## src/rtl/wdog_pkg.sv

```systemverilog
package wdog_pkg;

  typedef enum logic [1:0] {
    SR_IDLE = 2'd0,
    SR_LOW  = 2'd1,
    SR_HOLD = 2'd2
  } swrst_state_e;

  // Number of reference ticks a code allows before timing out (0: never).
  function automatic int unsigned limit_ticks(input logic [2:0] code,
                                              input int unsigned scale);
    return 32'(code) * scale;
  endfunction

  // True when the tick about to be counted completes the interval.
  function automatic logic is_last_tick(input int unsigned cnt_now,
                                        input logic [2:0] code,
                                        input int unsigned scale);
    return (code != 3'd0) && (cnt_now + 32'd1 == limit_ticks(code, scale));
  endfunction

endpackage

```

## src/rtl/wdog_strap_latch.sv

```systemverilog
module wdog_strap_latch (
  input  logic clk,
  input  logic rst_n,
  input  logic pwr_good,
  input  logic strap_in,
  output logic strap_q
);
  logic pg_d;
  logic pg_rise;

  assign pg_rise = pwr_good && !pg_d;

  always_ff @(posedge clk or negedge rst_n) begin
    if (!rst_n) begin
      pg_d    <= 1'b0;
      strap_q <= 1'b0;
    end else begin
      pg_d <= pwr_good;
      if (pg_rise) strap_q <= strap_in;
    end
  end
endmodule

```

## src/rtl/wdog_timer.sv

```systemverilog
module wdog_timer
  import wdog_pkg::*;
#(
  parameter int unsigned TIME_SCALE = 16
) (
  input  logic       clk,
  input  logic       rst_n,
  input  logic       tick,
  input  logic       code_wr,
  input  logic [2:0] code_wdata,
  input  logic       autorec_en,
  output logic [2:0] code_q,
  output logic       alarm,
  output logic       recover,
  output logic       expire
);
  localparam int unsigned MAX_TICKS = 7 * TIME_SCALE;
  localparam int unsigned CW        = $clog2(MAX_TICKS + 1);

  logic [CW-1:0] cnt;

  // A timeout only counts if no write lands in the same cycle.
  always_comb begin
    expire = tick && !code_wr && is_last_tick(32'(cnt), code_q, TIME_SCALE);
  end

  always_ff @(posedge clk or negedge rst_n) begin
    if (!rst_n) begin
      code_q  <= 3'd0;
      cnt     <= '0;
      alarm   <= 1'b0;
      recover <= 1'b0;
    end else begin
      recover <= expire && autorec_en;
      if (code_wr) begin
        code_q <= code_wdata;
        cnt    <= '0;
        if (code_wdata == 3'd0) alarm <= 1'b0;
      end else if (expire) begin
        cnt   <= '0;
        alarm <= 1'b1;
      end else if (tick && code_q != 3'd0) begin
        cnt <= cnt + 1'b1;
      end
    end
  end
endmodule

```

## src/rtl/wdog_swrst_gen.sv

```systemverilog
module wdog_swrst_gen
  import wdog_pkg::*;
#(
  parameter int unsigned PULSE_W = 8
) (
  input  logic clk,
  input  logic rst_n,
  input  logic set_wr,
  input  logic enable,
  output logic bit_q,
  output logic out_n,
  output logic accept
);
  localparam int unsigned PW_W = (PULSE_W > 1) ? $clog2(PULSE_W) : 1;

  swrst_state_e  state;
  logic [PW_W-1:0] pcnt;

  assign accept = (state == SR_IDLE) && set_wr && enable;

  always_ff @(posedge clk or negedge rst_n) begin
    if (!rst_n) begin
      state <= SR_IDLE;
      pcnt  <= '0;
      bit_q <= 1'b0;
      out_n <= 1'b1;
    end else begin
      unique case (state)
        SR_IDLE: begin
          if (accept) begin
            state <= SR_LOW;
            pcnt  <= PW_W'(PULSE_W - 1);
            bit_q <= 1'b1;
            out_n <= 1'b0;
          end
        end
        SR_LOW: begin
          if (pcnt == '0) begin
            out_n <= 1'b1;
            state <= SR_HOLD;
          end else begin
            pcnt <= pcnt - 1'b1;
          end
        end
        SR_HOLD: begin
          bit_q <= 1'b0;
          state <= SR_IDLE;
        end
        default: state <= SR_IDLE;
      endcase
    end
  end
endmodule

```

## src/rtl/wdog_ctrl_top.sv

```systemverilog
module wdog_ctrl_top #(
  parameter int unsigned TIME_SCALE  = 16,
  parameter int unsigned RST_PULSE_W = 8
) (
  input  logic       clk,
  input  logic       rst_n,
  input  logic       pwr_good,
  input  logic       rst_en_strap,
  input  logic       ref_tick,
  input  logic       wd_wr,
  input  logic [2:0] wd_wdata,
  input  logic       autorec_en,
  input  logic       swrst_wr,
  output logic [2:0] wd_code,
  output logic       wd_alarm,
  output logic       wd_recover,
  output logic       swrst_bit,
  output logic       swrst_out_n
);
  // Internal events named for the checker.
  logic strap_q;
  logic wd_expire;
  logic swrst_accept;

  wdog_strap_latch u_strap (
    .clk      (clk),
    .rst_n    (rst_n),
    .pwr_good (pwr_good),
    .strap_in (rst_en_strap),
    .strap_q  (strap_q)
  );

  wdog_timer #(.TIME_SCALE(TIME_SCALE)) u_timer (
    .clk        (clk),
    .rst_n      (rst_n),
    .tick       (ref_tick),
    .code_wr    (wd_wr),
    .code_wdata (wd_wdata),
    .autorec_en (autorec_en),
    .code_q     (wd_code),
    .alarm      (wd_alarm),
    .recover    (wd_recover),
    .expire     (wd_expire)
  );

  wdog_swrst_gen #(.PULSE_W(RST_PULSE_W)) u_swrst (
    .clk    (clk),
    .rst_n  (rst_n),
    .set_wr (swrst_wr),
    .enable (strap_q),
    .bit_q  (swrst_bit),
    .out_n  (swrst_out_n),
    .accept (swrst_accept)
  );
endmodule

```

## config.mk

```make
export PLATFORM = sky130hd
export DESIGN_NAME = wdog_ctrl_top
export DESIGN_NICKNAME = d
export VERILOG_FILES = /design/src/rtl/wdog_pkg.sv /design/src/rtl/wdog_strap_latch.sv /design/src/rtl/wdog_timer.sv /design/src/rtl/wdog_swrst_gen.sv /design/src/rtl/wdog_ctrl_top.sv
export SDC_FILE = /design/constraint.sdc
export NUM_CORES = 1
export LEC_CHECK = 0
export BUFFER_PORTS_ARGS = -buffer_cell sky130_fd_sc_hd__buf_2
export CAP_MARGIN = 20
export CELL_PAD_IN_SITES_DETAIL_PLACEMENT = 0
export CELL_PAD_IN_SITES_GLOBAL_PLACEMENT = 1
export CORE_UTILIZATION = 39
export CTS_CLUSTER_SIZE = 10
export DETAILED_ROUTE_END_ITERATION = 7
export PLACE_DENSITY_LB_ADDON = 0.1
export SLEW_MARGIN = 15
export SYNTH_ARGS = -nofsm -noshare
export SYNTH_HDL_FRONTEND = slang
export SYNTH_HIERARCHICAL = 1
export SYNTH_SLANG_ARGS = --single-unit
export TNS_END_PERCENT = 30
```

## constraint.sdc

```tcl
create_clock -name clk -period 1.8 [get_ports clk]
set_input_delay 0.36 -clock clk [delete_from_list [all_inputs] [get_ports clk]]
set_output_delay 0.36 -clock clk [all_outputs]
set_load 0.01 [all_outputs]
```

# == After elaboration in Yosys (flattened, before gate mapping) ==
# Index checks and enable logic that the tools add are counted.
# op_classes
reduce_logical,23
addsub,3
mux,17
n_eq_ne,7
# ops
op,count
$eq A32 B7 Y1,1
$mux W7,3
$add A7 B1 Y8 const B,1
$logic_and A1 B1 Y1,8
$add A7 B1 Y7 const B,1
$logic_not A3 Y1,2
$mux W1,6
$mux W3,2
$pmux W3 S2,1
$reduce_and A2 Y1,3
$reduce_and A3 Y1,2
$reduce_bool A2 Y1,3
$reduce_bool A3 Y1,2
$mux W2,2
$ne A2 B1 Y1 const B,2
$ne A2 B2 Y1 const B,2
$pmux W1 S2,2
$pmux W2 S2,1
$sub A3 B1 Y3 const B,1
$eq A2 B1 Y1 const B,1
$eq A2 B2 Y1 const B,1
$logic_not A1 Y1,2
$logic_not A2 Y1,1
# totals
reg_bits,21
input_bits,11

# == Logic depth before layout (Yosys ltp) ==
# logic_depth
word_depth,6
mapped_depth,6
mapped_depth_nobuf,6

# == Hierarchy ==
# The synthesis kept the hierarchy.
# modules_own_cells
module,area_each_um2,seq_area_each_um2,cells_each,instances
wdog_timer,784.5,300.3,79,1
wdog_swrst_gen,322.8,176.4,28,1
wdog_strap_latch,78.8,50.0,4,1

# == Worst setup path after synthesis ==
# Ideal clock, no wire load.
# synth_path
kind,reg2reg
startpoint,reg u_timer.cnt[0]
endpoint,reg u_timer.alarm
arrival_ps,1781
t_required_ps,1708
path_buffers,0
slack_ps,-73
stages_incl_launch_ff,7
cell_sequence,dfrtp_1 ha_1 and3_1 a31oi_1 o221ai_2 or3_4 o31ai_2
# synth_via
elab_chain_cells,6
# synth_rtl
element,line,text
from (decl),wdog_timer.sv:20,logic [CW-1:0] cnt;
from (signal assigned),wdog_timer.sv:43,cnt <= cnt + 1'b1;
$add A7 B1 Y8,wdog_pkg.sv:19,"return (code != 3'd0) && (cnt_now + 32'd1 == limit_ticks(code, scale));"
$eq A32 B7 Y1,wdog_pkg.sv:19,
$logic_and A1 B1 Y1,wdog_pkg.sv:19,
$logic_and A1 B1 Y1,wdog_timer.sv:24,"expire = tick && !code_wr && is_last_tick(32'(cnt), code_q, TIME_SCALE);"
$reduce_bool A2 Y1 (no line),--,
$reduce_and A2 Y1 (no line),--,
to (signal assigned),wdog_timer.sv:31,alarm <= 1'b0;
to (signal assigned),wdog_timer.sv:38,if (code_wdata == 3'd0) alarm <= 1'b0;
to (signal assigned),wdog_timer.sv:41,alarm <= 1'b1;
to (decl),wdog_timer.sv:13,"output logic alarm,"
# Every way passes these cells.
# A chain may end at the register's enable or synchronous reset.

# == Worst setup path in the final report ==
# layout_path
startpoint,reg u_timer.cnt[1]
endpoint,reg u_timer.recover
# layout_via
elab_chain_cells,5
# layout_rtl
element,line,text
$add A7 B1 Y8,wdog_pkg.sv:19,
$eq A32 B7 Y1,wdog_pkg.sv:19,
$logic_and A1 B1 Y1,wdog_pkg.sv:19,
$logic_and A1 B1 Y1,wdog_timer.sv:24,
$logic_and A1 B1 Y1,wdog_timer.sv:34,recover <= expire && autorec_en;
to (signal assigned),wdog_timer.sv:34,
to (decl),wdog_timer.sv:14,"output logic recover,"
# Every way passes these cells.

==> results.md <==
- Status: finished, violations left
- Failing checks: design-rule violations, negative setup slack
- Finish-stage setup viols: 1
- Clock Sinks: 21
- CP startpoint: u_timer/cnt[1]
- Sequential cell area: 526.8 um2
- Switching share of power: 0.3252
- Crit. End Element: register
- Total of max-cap violations: 0
- Routed vias: between 900 and 1,000
- Logic gate share of total power: 0.299
- Hold crit path type: in2reg
- WL/cell: 15.42 um
- Clk buf depth: 2
- Root buf cell: clkbuf_4
- Post-Syn Instances: 109
- Multi-input logic area: 643.1 um2
- Die width: ~57 um
- Met2 GRT Util: 0.2992
- Worst EP required: 2030 ps
- Final critical-path required period: 1827 ps
- Core box area: 0.002805 mm2
- Worst skew pair latency: 310 ps
- DR iter-0 viols: 32
- Post-Route WL: 2.591 mm
- Grt met3 use: 0.04762
- Largest net degree at the start of global routing: 22
- First-pass GRT wire length: 4.215 mm
- CP Class: reg2reg
- CTS H-tree lvls: 1
- RSZ-0062 raised after global routing: yes
- M1 GR Usage: 0.2064
- Critical R2R Launch: u_timer/cnt[1]
- GRT Max-Usage Layer: met2
- IO Port Bufs: 17
- Leading cell type in the layout, fill and taps excluded: dfrtp_1
- DRC errors left: 2
- Io pins: 18
- CP startpoint kind: register
- ANT cells: 0
- CTS Buf Count: 3
- Clk_skew: roughly 1.4 ps
- Sequential share of power: 0.509
- Leak: 0.6552 nW
- Sw power: 0.0003940 W
- Nets: 153
- Crit path max fanout: 6
- Worst-Margin Slew: 475.8 ps
- Layout cells sized above 1: 0.3650
- Pint: 0.0008176 W
- Cell Rows: 19
- Peak supply drop: between 0.0006 and 0.0007 V
- Initial core utilization: 0.4197
- Clk slew on worst S/H paths: between 100 and 150 ps
- Vias in the first global route: roughly 1,000
- Via density: 5.613
- Final Hold Fails: 0
- Mapped Area: 0.001177 mm2
- Power per Cell Area: 850.2 mW/mm2
- DIE AREA: about 0.0032 mm2
- Finished Cell Area: about 0.0014 mm2
- Fillers: 278
- Critical Path AT: about 2100 ps
- Worst rel slew slack: 0.6828
- Mapped Nets: around 120
- Yosys Warn Count: 6
- CTS tree: built
- Clock network fraction of total power: 0.192
- Hold wc startpoint: pwr_good
- Commonest cells after routing, fill and taps aside: dfrtp_1 (20), buf_2 (17), buf_4 (10)
- Worst Slack Setup Final: -27.12 ps
- Die Y-Extent: 56.95 um
- Avg Cell Area, Syn: 10.80 um2
- DP HPWL: ~1.8 mm
- Final Max Slew Viols: 0
- P&R area growth vs syn: 21.04%
- Non-filler instance count after layout: 168
- GRT overflow: 0
- Initial antenna violation count: 0
- DRT Pass-1 Iters: 6
- Fmax: 0.5473 GHz
- Total track usage: 0.1688
- Dpl cells: 162
- ANT nets after route: 0
- RD Place Congestion: ~0.76
- Post-DP Area: 0.001333 mm2
- Final Cycle Share: 1.015
## path summary, 6_finish.rpt
kind | endpoint | slack (ps) | cells past startpoint
max | u_timer/recover | -30 | 6
min | u_strap/pg_d | 170 | 1
max reg2reg | u_timer/recover | -30 | 6
min reg2reg | u_swrst/pcnt[0] | 520 | 1
max in group asynchronous | u_swrst/out_n | 930 | 2
min in group asynchronous | u_timer/cnt[2] | 520 | 2
## worst max-delay path, stage by stage, from the launching register on
cell and delay (ps):
dfrtp_1 430, ha_4 200, and3_4 170, a31oi_1 220, o221ai_2 130, or3_4 390
nor4_2 200
## metal layers
layer	share of wire	up-vias
li1	-	455
met1	0.44	464
met2	0.51	22
met3	0.037	2
met4	0.0035	0
met5	0	-
## power groups by stage
stage	combinational [W]	clock, W	sequential, W
6_report	0.000362	0.000232	0.000617
5_1_grt	0.000410	0.000264	0.000630
4_1_cts	0.000362	0.000247	0.000618
3_5_place_dp	0.000358	0	0.000625
3_3_place_gp	0.000350	0	0.000621
2_1_floorplan	0.000234	0	0.000627
## flip-flops by register name (all words and copies together), names as in the netlist
signal           cells
u_timer/alarm        1
u_swrst/state        2
u_timer/recover      1
u_strap/strap_q      1
u_timer/cnt          7
u_swrst/out_n        1
u_timer/code_q       3
u_swrst/bit_q        1
u_strap/pg_d         1
u_swrst/pcnt         3
## stage by stage
| step | utilization | hold slack (ps) | total power, W | setup slack [ps] | setup TNS (ps) |
|---|---|---|---|---|---|
| after floorplan | - | 64.41 | 0.0008610 | 6.212 | 0 |
| after global placement | 0.4750 | 350.3 | 0.0009702 | 57.90 | 0 |
| after detailed placement | 0.4750 | 349.7 | 0.0009832 | 10.05 | 0 |
| after CTS | 0.4938 | 155.4 | 0.001228 | 12.12 | 0 |
| after global routing | 0.5080 | 140.7 | 0.001304 | -64.09 | -197.9 |
| final | 0.5080 | 167.9 | 0.001212 | -27.12 | -27.12 |
## timing repair
action | 4_1_cts | 5_1_grt
hold endpoints to repair | 20 | 0
gates cloned | 0 | 0
gates resized for setup | 2 | 5
hold buffers | 1 | 0
pin swaps | 0 | 5
endpoints found under the setup margin | 2 | 5
buffers inserted | 0 | 1
## area by class of cell
type                       count  share of cell area
multi-input combinational     79              0.4513
sequential                    21              0.3696
timing repair buffer          28              0.1194
tap                           31             0.02722
clock buffer                   3             0.01580
inverter                       5             0.01317
clock inverter                 1            0.003512
No activity file was read; power rests on OpenSTA's default activity.
